$ cat src/rtl/cirq_pkg.sv
// Package: cirq_pkg
// Shared definitions for the CPU cycle IRQ counter.
// Assumes the control register layout below is fixed by software convention.
package cirq_pkg;

    // Bit positions inside the control register write data
    localparam int CTRL_REARM_BIT = 0;
    localparam int CTRL_LIVE_BIT  = 1;

    // Enable state kept between writes
    typedef struct packed {
        logic live;   // counter currently advances
        logic rearm;  // value copied to live on acknowledge
    } enable_state_t;

endpackage

$ cat src/rtl/cirq_decode.sv
// Module: cirq_decode
// Turns a bus write into one-cycle register strobes. Only the top PAGE_W
// address bits take part; the low byte is don't-care. Assumes all the page
// constants differ from one another.
module cirq_decode #(
    parameter int                ADDR_W      = 16,
    parameter int                PAGE_W      = 8,
    parameter int                LATCH_BYTES = 2,
    parameter logic [PAGE_W-1:0] LATCH_PAGE  = 8'hD6,
    parameter logic [PAGE_W-1:0] ACK_PAGE    = 8'hD8,
    parameter logic [PAGE_W-1:0] CTRL_PAGE   = 8'hD9
) (
    input  logic                   wr_en,
    input  logic [ADDR_W-1:0]      wr_addr,
    output logic [LATCH_BYTES-1:0] latch_we,
    output logic                   ack_we,
    output logic                   ctrl_we
);

    localparam int OFFS_W = ADDR_W - PAGE_W;

    logic [PAGE_W-1:0] page;
    logic              unused_offset;

    // Split the address into page and ignored offset
    assign page          = wr_addr[ADDR_W-1:OFFS_W];
    assign unused_offset = ^wr_addr[OFFS_W-1:0];

    // One strobe per reload byte, on consecutive pages
    for (genvar b = 0; b < LATCH_BYTES; b++) begin : g_latch_hit
        localparam logic [PAGE_W-1:0] BYTE_PAGE = PAGE_W'(LATCH_PAGE + b);
        assign latch_we[b] = wr_en && (page == BYTE_PAGE);
    end

    // Acknowledge and control strobes
    assign ack_we  = wr_en && (page == ACK_PAGE);
    assign ctrl_we = wr_en && (page == CTRL_PAGE);

endmodule

$ cat src/rtl/cirq_counter.sv
// Module: cirq_counter
// Up-counter with a synchronous load and automatic reload on rollover.
// Assumes load and count_en are never both set (the controller guarantees it);
// if they were, load takes priority.
module cirq_counter #(
    parameter int CNT_W = 16
) (
    input  logic             clk,
    input  logic             rst_n,
    input  logic             load,
    input  logic             count_en,
    input  logic [CNT_W-1:0] load_val,
    output logic             wrap
);

    localparam logic [CNT_W-1:0] CNT_MAX = '1;

    logic [CNT_W-1:0] cnt;

    // Rollover happens when an enabled count leaves the all-ones value
    assign wrap = count_en && !load && (cnt == CNT_MAX);

    // Load, reload on rollover, or step by one
    always_ff @(posedge clk) begin
        if (!rst_n) begin
            cnt <= '0;
        end else if (load) begin
            cnt <= load_val;
        end else if (count_en) begin
            if (cnt == CNT_MAX) begin
                cnt <= load_val;
            end else begin
                cnt <= cnt + 1'b1;
            end
        end
    end

    // an explicit load takes the reload value
    assert_load_value_R4: assert property (@(posedge clk) disable iff (!rst_n)
        load |=> cnt == $past(load_val));

    // a stopped counter keeps its value
    assert_hold_stopped_R4: assert property (@(posedge clk) disable iff (!rst_n)
        (!load && !count_en) |=> $stable(cnt));

    // one step per enabled cycle below the top value
    assert_step_by_one_R7: assert property (@(posedge clk) disable iff (!rst_n)
        (count_en && !load && cnt != CNT_MAX) |=> cnt == $past(cnt) + 1'b1);

    // rollover reloads instead of reaching zero
    assert_reload_on_wrap_R7: assert property (@(posedge clk) disable iff (!rst_n)
        wrap |=> cnt == $past(load_val));

endmodule

$ cat src/rtl/cirq_ctrl.sv
// Module: cirq_ctrl
// Holds the reload value, the enable state and the pending interrupt flag.
// Assumes the strobes from the decoder are mutually exclusive and one cycle
// long. A control or acknowledge write always beats a rollover in the same cycle.
module cirq_ctrl
    import cirq_pkg::*;
#(
    parameter int DATA_W      = 8,
    parameter int LATCH_BYTES = 2,
    localparam int CNT_W      = DATA_W * LATCH_BYTES
) (
    input  logic                   clk,
    input  logic                   rst_n,
    input  logic [LATCH_BYTES-1:0] latch_we,
    input  logic                   ack_we,
    input  logic                   ctrl_we,
    input  logic [DATA_W-1:0]      wr_data,
    input  logic                   wrap,
    output logic [CNT_W-1:0]       reload_val,
    output logic                   load,
    output logic                   count_en,
    output logic                   irq
);

    enable_state_t en_q;
    logic          pending_q;

    // Reload value, one independently written byte per page
    for (genvar b = 0; b < LATCH_BYTES; b++) begin : g_latch_byte
        always_ff @(posedge clk) begin
            if (!rst_n) begin
                reload_val[b*DATA_W +: DATA_W] <= '0;
            end else if (latch_we[b]) begin
                reload_val[b*DATA_W +: DATA_W] <= wr_data;
            end
        end

        // the addressed byte takes the written data
        assert_latch_byte_R3: assert property (@(posedge clk) disable iff (!rst_n)
            latch_we[b] |=> reload_val[b*DATA_W +: DATA_W] == $past(wr_data));
    end

    // Enable bits: set by control writes, re-armed by acknowledge
    always_ff @(posedge clk) begin
        if (!rst_n) begin
            en_q <= '0;
        end else if (ctrl_we) begin
            en_q.live  <= wr_data[CTRL_LIVE_BIT];
            en_q.rearm <= wr_data[CTRL_REARM_BIT];
        end else if (ack_we) begin
            en_q.live  <= en_q.rearm;
        end
    end

    // Pending flag: register writes clear it with priority over rollover
    always_ff @(posedge clk) begin
        if (!rst_n) begin
            pending_q <= 1'b0;
        end else if (ack_we || ctrl_we) begin
            pending_q <= 1'b0;
        end else if (wrap) begin
            pending_q <= 1'b1;
        end
    end

    // Counter steering: a control write either loads or freezes the count
    assign load     = ctrl_we && wr_data[CTRL_LIVE_BIT];
    assign count_en = en_q.live && !ctrl_we;
    assign irq      = pending_q;

    // live enable follows control data bit 1
    assert_ctrl_sets_live_R4: assert property (@(posedge clk) disable iff (!rst_n)
        ctrl_we |=> en_q.live == $past(wr_data[CTRL_LIVE_BIT]));

    // control write leaves no interrupt pending
    assert_ctrl_clears_R5: assert property (@(posedge clk) disable iff (!rst_n)
        ctrl_we |=> !irq);

    // acknowledge clears the interrupt
    assert_ack_clears_R6: assert property (@(posedge clk) disable iff (!rst_n)
        ack_we |=> !irq);

    // acknowledge copies the re-arm bit into the live enable
    assert_ack_rearms_R6: assert property (@(posedge clk) disable iff (!rst_n)
        (ack_we && !ctrl_we) |=> en_q.live == $past(en_q.rearm));

    // an undisturbed rollover raises the interrupt
    assert_wrap_raises_R7: assert property (@(posedge clk) disable iff (!rst_n)
        (wrap && !ack_we && !ctrl_we) |=> irq);

    // the request holds until a clearing write
    assert_irq_holds_R8: assert property (@(posedge clk) disable iff (!rst_n)
        (irq && !ack_we && !ctrl_we) |=> irq);

    // a clearing write in the rollover cycle wins
    assert_write_wins_R9: assert property (@(posedge clk) disable iff (!rst_n)
        (wrap && (ack_we || ctrl_we)) |=> !irq);

endmodule

$ cat src/rtl/cyc_irq_timer.sv
// Module: cyc_irq_timer
// Top level of the CPU cycle IRQ counter: page decoder, control state and
// up-counter. Assumes clk ticks once per CPU bus cycle and that each bus
// write is presented for exactly one cycle.
module cyc_irq_timer #(
    parameter int                ADDR_W      = 16,
    parameter int                DATA_W      = 8,
    parameter int                PAGE_W      = 8,
    parameter int                LATCH_BYTES = 2,
    parameter logic [PAGE_W-1:0] LATCH_PAGE  = 8'hD6,
    parameter logic [PAGE_W-1:0] ACK_PAGE    = 8'hD8,
    parameter logic [PAGE_W-1:0] CTRL_PAGE   = 8'hD9
) (
    input  logic              clk,
    input  logic              rst_n,
    input  logic              bus_wr,
    input  logic [ADDR_W-1:0] bus_addr,
    input  logic [DATA_W-1:0] bus_wdata,
    output logic              irq
);

    localparam int CNT_W = DATA_W * LATCH_BYTES;

    logic [LATCH_BYTES-1:0] latch_we;
    logic                   ack_we;
    logic                   ctrl_we;
    logic [CNT_W-1:0]       reload_val;
    logic                   load;
    logic                   count_en;
    logic                   wrap;

    // Register strobes from the bus
    cirq_decode #(
        .ADDR_W      (ADDR_W),
        .PAGE_W      (PAGE_W),
        .LATCH_BYTES (LATCH_BYTES),
        .LATCH_PAGE  (LATCH_PAGE),
        .ACK_PAGE    (ACK_PAGE),
        .CTRL_PAGE   (CTRL_PAGE)
    ) u_decode (
        .wr_en    (bus_wr),
        .wr_addr  (bus_addr),
        .latch_we (latch_we),
        .ack_we   (ack_we),
        .ctrl_we  (ctrl_we)
    );

    // Reload value, enables and interrupt flag
    cirq_ctrl #(
        .DATA_W      (DATA_W),
        .LATCH_BYTES (LATCH_BYTES)
    ) u_ctrl (
        .clk        (clk),
        .rst_n      (rst_n),
        .latch_we   (latch_we),
        .ack_we     (ack_we),
        .ctrl_we    (ctrl_we),
        .wr_data    (bus_wdata),
        .wrap       (wrap),
        .reload_val (reload_val),
        .load       (load),
        .count_en   (count_en),
        .irq        (irq)
    );

    // Cycle counter
    cirq_counter #(
        .CNT_W (CNT_W)
    ) u_counter (
        .clk      (clk),
        .rst_n    (rst_n),
        .load     (load),
        .count_en (count_en),
        .load_val (reload_val),
        .wrap     (wrap)
    );

endmodule

$ cat config.mk
export PLATFORM = sky130hd
export DESIGN_NAME = cyc_irq_timer
export DESIGN_NICKNAME = d
export VERILOG_FILES = /design/src/rtl/cirq_pkg.sv /design/src/rtl/cirq_decode.sv /design/src/rtl/cirq_counter.sv /design/src/rtl/cirq_ctrl.sv /design/src/rtl/cyc_irq_timer.sv
export SDC_FILE = /design/constraint.sdc
export NUM_CORES = 1
export LEC_CHECK = 0
export ABC_AREA = 1
export CORE_ASPECT_RATIO = 0.7
export CORE_UTILIZATION = 54
export CTS_BUF_LIST = sky130_fd_sc_hd__clkbuf_16
export DETAILED_ROUTE_END_ITERATION = 7
export PLACE_DENSITY = 0.79
export SLEW_MARGIN = 10
export SYNTH_ARGS = -nofsm -noshare
export SYNTH_HDL_FRONTEND = slang
export SYNTH_SLANG_ARGS = --single-unit
$ cat constraint.sdc
create_clock -name clk -period 2.15 [get_ports clk]
set_clock_uncertainty 0.2 [all_clocks]
set_input_delay 0.215 -clock clk [delete_from_list [all_inputs] [get_ports clk]]
set_output_delay 0.215 -clock clk [all_outputs]
set_load 0.1 [all_outputs]
# Word level (Yosys, flattened, before mapping)
# Cells that the tools add are included.
# op_classes
n_addsub	1
mux	5
reduce_logical	14
multipliers	0
div_mod_pow	0
n_eq_ne	5
n_lt_le_gt_ge	0
shifts	0
bitwise	1
# ops
operator	n
16-bit 2-to-1 mux	3
8-bit equality test (second input constant)	4
16-bit by 1-bit adder with 16-bit output (second input constant)	1
16-bit equality test (second input constant)	1
1-bit logical AND	8
2-bit nonzero test	2
1-bit logical NOT	2
1-bit 2-to-1 mux	2
2-bit OR reduction	1
1-bit logical OR	1
1-bit inverter	1
# totals
mem_bits_rw	0
rom_bits	0
reg_bits	35
latch_bits	0
output_inout_bits	1
memories	0
word_cells	32
in_bits	27

# Longest topological paths before layout
# Gate-level depths: netlist (run 1).
# depth
ltp_word	6
mapped_depth	11
mapped_depth_nobuf	10

# Hierarchy
# Synthesis (run 1) repeated with hierarchy kept, for this count alone.
# unflattened
cells_unflattened	315
area_unflattened_um2	2008.2
# by_module_without_submodules
mod	area_each_um2	cells_each	instances
cirq_counter	1252.5	207	1
cirq_ctrl	666.9	87	1
cirq_decode	88.8	21	1

# Worst setup path before layout (run 1)
# OpenSTA, ideal clock, no wires.
# synth_path
path_type	flip-flop to flip-flop
from	register u_counter.cnt[0]
to	register u_counter.cnt[15]
n_path_buf	1
path_slack_ps	439
arrival_time_ps	1383
stages_incl_launch_ff	12
path_cell_list	dfxtp_1 ha_1 nand2_2 nor2_4 nand4_4 nand2_4 buf_12 nand2_1 nand2_1 nor2_1 nor2_1 nor2_1
# synth_via
elab_chain_len	4
# synth_rtl
element	line	rtl
from (decl)	cirq_counter.sv:18	logic [CNT_W-1:0] cnt;
from (signal assigned)	cirq_counter.sv:28	cnt <= load_val;
from (signal assigned)	cirq_counter.sv:31	cnt <= load_val;
from (signal assigned)	cirq_counter.sv:33	cnt <= cnt + 1'b1;
16-bit by 1-bit adder with 16-bit output / 16-bit equality test (equally long branches)	cirq_counter.sv:33, cirq_counter.sv:30	
16-bit 2-to-1 mux (*)	cirq_counter.sv:30	if (cnt == CNT_MAX) begin
16-bit 2-to-1 mux (*)	cirq_counter.sv:29	end else if (count_en) begin
16-bit 2-to-1 mux (*)	cirq_counter.sv:27	end else if (load) begin
# Mark *: on every way between the ends. The rest lies on a longest branch, timed or not. The select of a mux whose other input is x is not followed.
# A chain may end at the register's enable or synchronous reset.

# Worst setup path after layout (run 1)
# layout_path
from	register u_counter.cnt[0]
to	register u_counter.cnt[10]
# The elaborated chain is that of the path after synthesis.

==> results of run 1 <==
-- worst paths after layout --
check,startpoint,to,slack (ps),cells past startpoint
setup / recovery,u_counter.cnt[0]$_SDFFE_PN0P_,u_counter.cnt[10]$_SDFFE_PN0P_,220,10
hold / removal,u_ctrl.reload_val[0]$_SDFFE_PN0P_,u_ctrl.reload_val[0]$_SDFFE_PN0P_,250,2
setup reg to reg,u_counter.cnt[0]$_SDFFE_PN0P_,u_counter.cnt[10]$_SDFFE_PN0P_,220,10
hold reg to reg,u_ctrl.reload_val[0]$_SDFFE_PN0P_,u_ctrl.reload_val[0]$_SDFFE_PN0P_,250,2
-- cell usage in the layout (no fill, tap or decap) --
cell                              synthesis  final
sky130_fd_sc_hd__clkinv_1                 0      1
sky130_fd_sc_hd__o21ai_0                 28     28
sky130_fd_sc_hd__nand3_1                 20     20
sky130_fd_sc_hd__dfxtp_1                 35     35
sky130_fd_sc_hd__bufinv_16                0      1
sky130_fd_sc_hd__or2_2                    1      1
sky130_fd_sc_hd__nor2_2                   5      5
sky130_fd_sc_hd__o21ai_1                  2      2
sky130_fd_sc_hd__nand2_1                 67     67
sky130_fd_sc_hd__a31oi_1                  1      1
sky130_fd_sc_hd__xor2_1                   4      4
sky130_fd_sc_hd__nor2_4                   4      4
sky130_fd_sc_hd__ha_1                     1      1
sky130_fd_sc_hd__o21bai_1                 1      1
sky130_fd_sc_hd__nand3_2                  1      1
sky130_fd_sc_hd__nand3b_1                 2      2
sky130_fd_sc_hd__nand2_8                  0      1
sky130_fd_sc_hd__nor2_1                  25     25
sky130_fd_sc_hd__nand4_1                  3      3
sky130_fd_sc_hd__buf_12                   1      1
sky130_fd_sc_hd__o211ai_1                 1      1
sky130_fd_sc_hd__clkinv_2                 0      1
sky130_fd_sc_hd__buf_4                    0     10
sky130_fd_sc_hd__a21oi_1                 28     28
sky130_fd_sc_hd__nor3_1                   2      2
sky130_fd_sc_hd__xnor2_1                  2      2
sky130_fd_sc_hd__inv_1                   42     42
sky130_fd_sc_hd__nand2_2                  4      4
sky130_fd_sc_hd__nand4_4                  2      2
sky130_fd_sc_hd__clkbuf_16                0      5
sky130_fd_sc_hd__clkdlybuf4s50_1          0     18
-- power breakdown --
group          internal, uW  total, uW  switching, uW
Clock                   540        811            271
Sequential              650        651          0.986
Combinational          40.8       74.2           33.4
-- metrics by stage --
stage	setup WS, ps	total power, uW
2_1_floorplan	439.1	691.3
3_3_place_gp	81.56	738.3
3_5_place_dp	39.27	739.2
4_1_cts	191.1	1547
5_1_grt	38.74	1581
6_report	221.7	1536
-- routing by layer --
| layer | vias to the layer above | part of all wire (%) |
|---|---|---|
| met4 | 0 | 1.0 |
| li1 | 989 | - |
| met3 | 4 | 4.4 |
| met1 | 868 | 49 |
| met5 | - | 0 |
| met2 | 39 | 46 |
-- logic make-up (layout without fill, tap and decap cells) --
| kind of cell | after synthesis | after routing | synth area share, % |
|---|---|---|---|
| AOI/OAI and AO/OA | 61 | 61 | 15.88 |
| DFF | 35 | 35 | 35.71 |
| xor gates and xnor gates | 6 | 6 | 2.679 |
| buffers and inverters | 51 | 79 | 11.42 |
| adders and majority gates | 1 | 1 | 0.6377 |
| and+or+nand+nor | 137 | 137 | 33.67 |
-- sequential cells by signal, summed over array words and instances (netlist names) --
name,flops
u_ctrl.irq,1
u_counter.cnt,16
u_ctrl.en_q,2
u_ctrl.reload_val,16
-- worst min-delay path, delay by kind of cell, from the launching register on --
family | cells | cell delay, ps
AO/OA/AOI/OAI | 1 | 50
buffers and inverters | 1 | 50
flip-flops | 1 | 310
-- timing repair --
item                                    CTS  global route
setup buffers                             0             0
resized for setup                         0             1
endpoints found under the setup margin    0             1
-- area by class of cell --
type / instances / area share [%]
clock inverter: 3 / 1.615
timing repair buffer: 29 / 11.46
clock buffer: 5 / 5.208
multi-input combinational: 205 / 43.54
inverter: 42 / 6.563
sequential: 35 / 29.17
tap: 47 / 2.448
==> summary.txt, run 1 <==
Logic synthesis
  • Number of nets in the synthesized netlist: 319
  • Cell Area, Synth: 1962 um^2
  • Share of flip-flops with an asynchronous set or reset after synthesis: 0%
  • Ranking of synthesized cells by area: sky130_fd_sc_hd__dfxtp_1 36%, sky130_fd_sc_hd__nand2_1 13%, sky130_fd_sc_hd__inv_1 8.0%, sky130_fd_sc_hd__a21oi_1 7.1%, sky130_fd_sc_hd__o21ai_0 7.1%
  • Average size of a mapped cell: 6.742 um^2
  • Top cells by instance count after synthesis: 67 x sky130_fd_sc_hd__nand2_1, 42 x sky130_fd_sc_hd__inv_1, 35 x sky130_fd_sc_hd__dfxtp_1
  • Top-area cell type share of the netlist area: a little over a third
  • Post-synth top flop: sky130_fd_sc_hd__dfxtp_1
  • Register bit total from synthesis: 35
  • Synthesis Warnings: 0
  • Synth area leader: sky130_fd_sc_hd__dfxtp_1
  • Sequential-to-total area share from yosys stat: a little over a third
  • Most instantiated library cell after synthesis: sky130_fd_sc_hd__nand2_1
  • Count of cell types in the netlist: 28
  • Cells after synthesis: roughly 290
  • Number of enable-type register cells in the synthesized netlist: 0

GRT
  • Initial antenna violation count: 0
  • Busiest layer in global routing: met2
  • Leftover overflow at the end of global routing: 0
  • Global-route wire length before repair: 7824 um
  • Met2 Usage GRT: 47.27%
  • Met1 layer usage reported by global route: between 30% and 40%
  • Number of global-route vias before repair: around 1800
  • Tot GR Track Use: 27.41%
  • Largest net degree at the start of global routing: 21
  • Global routing usage on met3: 5.769%

CTS
  • Root buffer selected by CTS: sky130_fd_sc_hd__clkbuf_16
  • Clock latency on the worst-skew pair: 280 ps
  • TritonCTS Buffers: 5
  • CTS sink count: 35
  • Number of buffers inserted by hold repair at cts: 0
  • Max Root-Sink Buffers: 2
  • TritonCTS clock tree: built
  • Maximum level of the CTS H-tree: 2
  • Clock transition at the register clock pins on the worst setup and hold paths after CTS: 50 ps

Detailed routing
  • Remaining antenna violation count: 0
  • Via count normalized by instance count: roughly 5.2
  • Post-route DRC violation count: 0
  • 1st-pass router iterations: 4
  • Routed len/inst: about 12 um
  • Starting DRC count in detailed routing: 96
  • Via count: between 1500 and 2000
  • Total detailed-routing wirelength: between 4000 and 5000 um

Floorplan
  • Standard-cell row count: 17
  • Core area: 3297 um^2
  • Die area: 3882 um^2
  • Die Y: approximately 52 um
  • Effective utilization at floorplan: 59.51%
  • Number of placed I/O pins: 28
  • Die X-Extent: between 70 and 80 um

Pwr
  • Leak pwr: approximately 0.00095 uW
  • Power density cells: roughly 640 nW/um^2
  • Worst-case vdd ir drop: about 0.00055 V

Critical path
  • Count of buffering cells on the critical path with inverters included: 1
  • Category of the critical setup timing path: flip-flop to flip-flop
  • Maximum cell stage delay along the critical path: 400 ps
  • CP Max Fanout: 9
  • Worst setup SP type: flip-flop
  • Chain of cells forming the critical path: ha_1 > nand2_2 > nor2_4 > nand3_2 > nor2_1 > nor2_2 > o21ai_0 > nand3_1 > nand2_1 > inv_1
  • WP data required: about 2100 ps
  • Worst Setup End Kind: flip-flop
  • Slowest cell on the critical path: sky130_fd_sc_hd__dfxtp_1
  • Worst path top cell family by delay: simple AND/OR/NAND/NOR gates
  • Arrival time of data at the critical path endpoint: approximately 1900 ps

Layout
  • Final non-filler cell area: around 2400 um^2
  • Fillers: roughly 270
  • Count of antenna diodes in the layout: 0
  • Final std cells w/o fill: 366
  • Post-synthesis to final-layout area growth: 22.45%
  • Fraction of the core area covered by cells at the end of the flow: around 73%
  • Nets@finish: 346
  • Multi-input gate area: 1046 um^2
  • Share of cells above drive strength 1: roughly 11%
  • Sequential cell area: approximately 700 um^2

Place
  • Placed cell area: about 2200 um^2
  • Cell count after placement: around 360
  • Hpwl dp: about 3400 um
  • Final weighted congestion in routability-driven placement: 0.8465
  • IO Port Bufs: 19

Run
  • Number of max-capacitance violations reported: 0

STA
  • RSZ-0062 raised after global routing: no
  • Post-route fraction of the period consumed by the critical path: roughly 90%
  • Final-layout setup total negative slack: 0 ps
  • Max-slew violation total from the final report: 0
  • Max-Slew Margin vs Limit: between 70% and 80%
  • Final setup viols: 0
  • Maximum achievable frequency: a little over 0.5 GHz
  • Total count of hold-check failures in the final report: 0
  • Worst-margin pin slew: around 430 ps
  • Final worst hold slack: 252.2 ps
  • Post-layout minimum cycle time: between 1500 and 2000 ps

Hold path
  • Hold crit path type: flip-flop to flip-flop

Run status
  • Status: complete, no violations
(Power assumes the default switching activity.)
==> run 2, diff against run 1 <==
--- a/config.mk
+++ b/config.mk
@@ -10,6 +10,7 @@
 export CORE_UTILIZATION = 54
 export CTS_BUF_LIST = sky130_fd_sc_hd__clkbuf_16
 export DETAILED_ROUTE_END_ITERATION = 7
+export GPL_TIMING_DRIVEN = 0
 export PLACE_DENSITY = 0.79
 export SLEW_MARGIN = 10
 export SYNTH_ARGS = -nofsm -noshare
==> run 2 against run 1 <==
  * Combinational power down 0.9%
  * Fmax grew 0.45%
  * Largest power group unchanged
  * Die area did not move
  * Routed wire length rose by 7.2%
  * Setup slack better by 8.6 ps
  * Register-to-register slack about the same
  * Power is 1.0% higher
  * Core utilization down 0.72 points
==> summary.txt, run 2 (synthesis results as in run 1) <==
CTS
  • CTS sink count: 35 (unchanged)
  • Cts repair resizes: 1 (+1)
  • Root buffer selected by CTS: sky130_fd_sc_hd__clkbuf_16
  • Max Root-Sink Buffers: 2 (unchanged)
  • Maximum level of the CTS H-tree: 2 (unchanged)
  • Clock transition at the register clock pins on the worst setup and hold paths after CTS: 60 ps (about the same)
  • TritonCTS clock tree: built
  • Clock latency on the worst-skew pair: 280 ps (about the same)
  • Number of buffers inserted by hold repair at cts: 0 (unchanged)
  • Number of post-CTS setup repair buffers: 0 (unchanged)
  • TritonCTS Buffers: 5 (unchanged)

Pwr
  • Total design power: 1552 uW (+1.0%)
  • Power density cells: 652.5 nW/um^2 (+2.0%)
  • Worst-case vdd ir drop: 0.0004676 V (-14%)
  • Leak pwr: 0.0009315 uW (-1.7%)

Layout
  • Top library cells by usage in the layout, fill and taps aside: 67 x sky130_fd_sc_hd__nand2_1, 42 x sky130_fd_sc_hd__inv_1, 35 x sky130_fd_sc_hd__dfxtp_1
  • Post-synthesis to final-layout area growth: 21.24%
  • Largest regs: u_counter.cnt x16, u_ctrl.reload_val x16, u_ctrl.en_q x2
  • Most common library cell in the layout ignoring fill and taps: sky130_fd_sc_hd__nand2_1
  • Count of antenna diodes in the layout: 0 (unchanged)
  • Share of cells above drive strength 1: 9.434% (-1.9 points)
  • Nets@finish: 345 (-0.29%)

GRT
  • Number of global-route vias before repair: 1647 (-7.2%)
  • Tot GR Track Use: 28.01% (+0.60 points)
  • Largest net degree at the start of global routing: 13 (-38%)
  • Initial antenna violation count: 0 (unchanged)
  • Leftover overflow at the end of global routing: 0 (unchanged)
  • Global-route wire length before repair: 7817 um (about the same)

Floorplan
  • Core area: 3297 um^2 (unchanged)
  • Number of placed I/O pins: 28 (unchanged)
  • Standard-cell row count: 17 (unchanged)
  • Die X-Extent: 74.04 um (unchanged)
  • Die area: 3882 um^2 (unchanged)
  • Effective utilization at floorplan: 59.51% (unchanged)
  • Die Y: 52.43 um (unchanged)

Place
  • Final weighted congestion in routability-driven placement: 0.8811 (+4.1%)
  • IO Port Bufs: 19 (unchanged)
  • Hpwl dp: 3457 um (+3.0%)

Hold path
  • Hold crit path type: flip-flop to flip-flop
  • Worst hold path stage count: 2 (unchanged)

STA
  • Post-route fraction of the period consumed by the critical path: 89.29% (-0.40 points)
  • RSZ-0062 raised after global routing: no
  • Final setup viols: 0 (unchanged)
  • Max-Slew Margin vs Limit: 36.56% (-35 points)
  • Total count of hold-check failures in the final report: 0 (unchanged)
  • Final-layout setup total negative slack: 0 ps (unchanged)
  • Maximum achievable frequency: 0.5209 GHz (+0.45%)
  • Post-layout minimum cycle time: 1920 ps (-8.594 ps)
  • Worst-margin pin slew: 955.4 ps (+527.1 ps)
  • Max-slew violation total from the final report: 0 (unchanged)

Critical path
  • Capture instance of the worst register-to-register path: u_counter.cnt[15]$_SDFFE_PN0P_
  • Timing endpoint of the critical path: u_counter.cnt[15]$_SDFFE_PN0P_
  • Worst Setup End Kind: flip-flop
  • Start point of the critical path: u_counter.cnt[0]$_SDFFE_PN0P_
  • Logic depth of the worst register-to-register path: 11 (+1)
  • Setup slack of the most critical reg-to-reg path: 230 ps (about the same)
  • CP Max Fanout: 10 (+1)
  • Worst setup SP type: flip-flop
  • Arrival time of data at the critical path endpoint: 1870 ps (-40 ps)
  • Category of the critical setup timing path: flip-flop to flip-flop
  • WP data required: 2100 ps (-30 ps)
  • Reg2reg start: u_counter.cnt[0]$_SDFFE_PN0P_

Detailed routing
  • Via count: 1924 (+1.3%)
  • 1st-pass router iterations: 5 (+1)
  • Via count normalized by instance count: 5.271 (+1.5%)
  • Routed len/inst: 13.24 um (+7.5%)
  • Starting DRC count in detailed routing: 142 (+48%)
  • Post-route DRC violation count: 0 (unchanged)
  • Total detailed-routing wirelength: 4834 um (+7.2%)
  • Remaining antenna violation count: 0 (unchanged)

Run
  • Number of max-capacitance violations reported: 0 (unchanged)

Run status
  • Status: complete, no violations
[run 2: critical path, stage by stage, from the launching register on]
cell                      delay, ps
sky130_fd_sc_hd__dfxtp_1        400
sky130_fd_sc_hd__ha_1           220
sky130_fd_sc_hd__nand2_2         80
sky130_fd_sc_hd__nor2_4         210
sky130_fd_sc_hd__nand4_4        160
sky130_fd_sc_hd__nand2_4        120
sky130_fd_sc_hd__buf_12         120
sky130_fd_sc_hd__nand2_1         50
sky130_fd_sc_hd__nand2_1         50
sky130_fd_sc_hd__nor2_1          40
sky130_fd_sc_hd__nor2_1          80
sky130_fd_sc_hd__nor2_1          50
[run 2: metal layers]
metal / part of all wire (%) / vias up / wire, um / track usage, %
li1: - / 983 / - / -
met1: 48 / 878 / 2344 / 37.97
met2: 43 / 55 / 2089 / 43.48
met3: 6.7 / 8 / 324 / 6.346
met4: 1.6 / 0 / 76 / 9.936
met5: 0 / - / 0 / 0
[run 2: report_power, final]
group,switching [uW],total (uW),internal [uW]
Sequential,1.01,651,650
Clock,281,828,546
Combinational,35.6,73.5,37.9
Total,318,1550,1230
[run 2: through the flow]
stage / util, % / setup WS, ps / cell area (um^2) / instances / hold WS, ps
after detailed placement: 67.06 / 22.73 / 2211 / 357 / 241.2
final: 72.14 / 230.3 / 2379 / 365 / 250.8
after floorplan: - / 439.1 / 1962 / 291 / 144.0
after global routing: 72.14 / 59.06 / 2379 / 365 / 274.5
after global placement: 67.06 / 32.79 / 2211 / 357 / 238.9
after CTS: 72.14 / 228.1 / 2379 / 365 / 255.6
[run 2: layout make-up]
| class | instances | area, um^2 |
|---|---|---|
| buffer | 9 | 66.31 |
| clock buffer | 5 | 125.1 |
| clock inverter | 3 | 43.79 |
| fill | 273 | 918.4 |
| inverter | 42 | 157.7 |
| multi-input combinational | 205 | 1037 |
| sequential | 35 | 700.7 |
| tap | 47 | 58.81 |
| timing repair buffer | 19 | 188.9 |
[run 2: worst min-delay path by stage]
stage                                        from                                 end  slack, ps
3_5_place_dp   u_ctrl.reload_val[10]$_SDFFE_PN0P_  u_ctrl.reload_val[10]$_SDFFE_PN0P_        240
6_report        u_ctrl.reload_val[0]$_SDFFE_PN0P_   u_ctrl.reload_val[0]$_SDFFE_PN0P_        250
2_1_floorplan                               rst_n       u_counter.cnt[3]$_SDFFE_PN0P_        140
3_3_place_gp   u_ctrl.reload_val[10]$_SDFFE_PN0P_  u_ctrl.reload_val[10]$_SDFFE_PN0P_        240
4_1_cts        u_ctrl.reload_val[11]$_SDFFE_PN0P_  u_ctrl.reload_val[11]$_SDFFE_PN0P_        260
5_1_grt         u_ctrl.reload_val[0]$_SDFFE_PN0P_   u_ctrl.reload_val[0]$_SDFFE_PN0P_        270
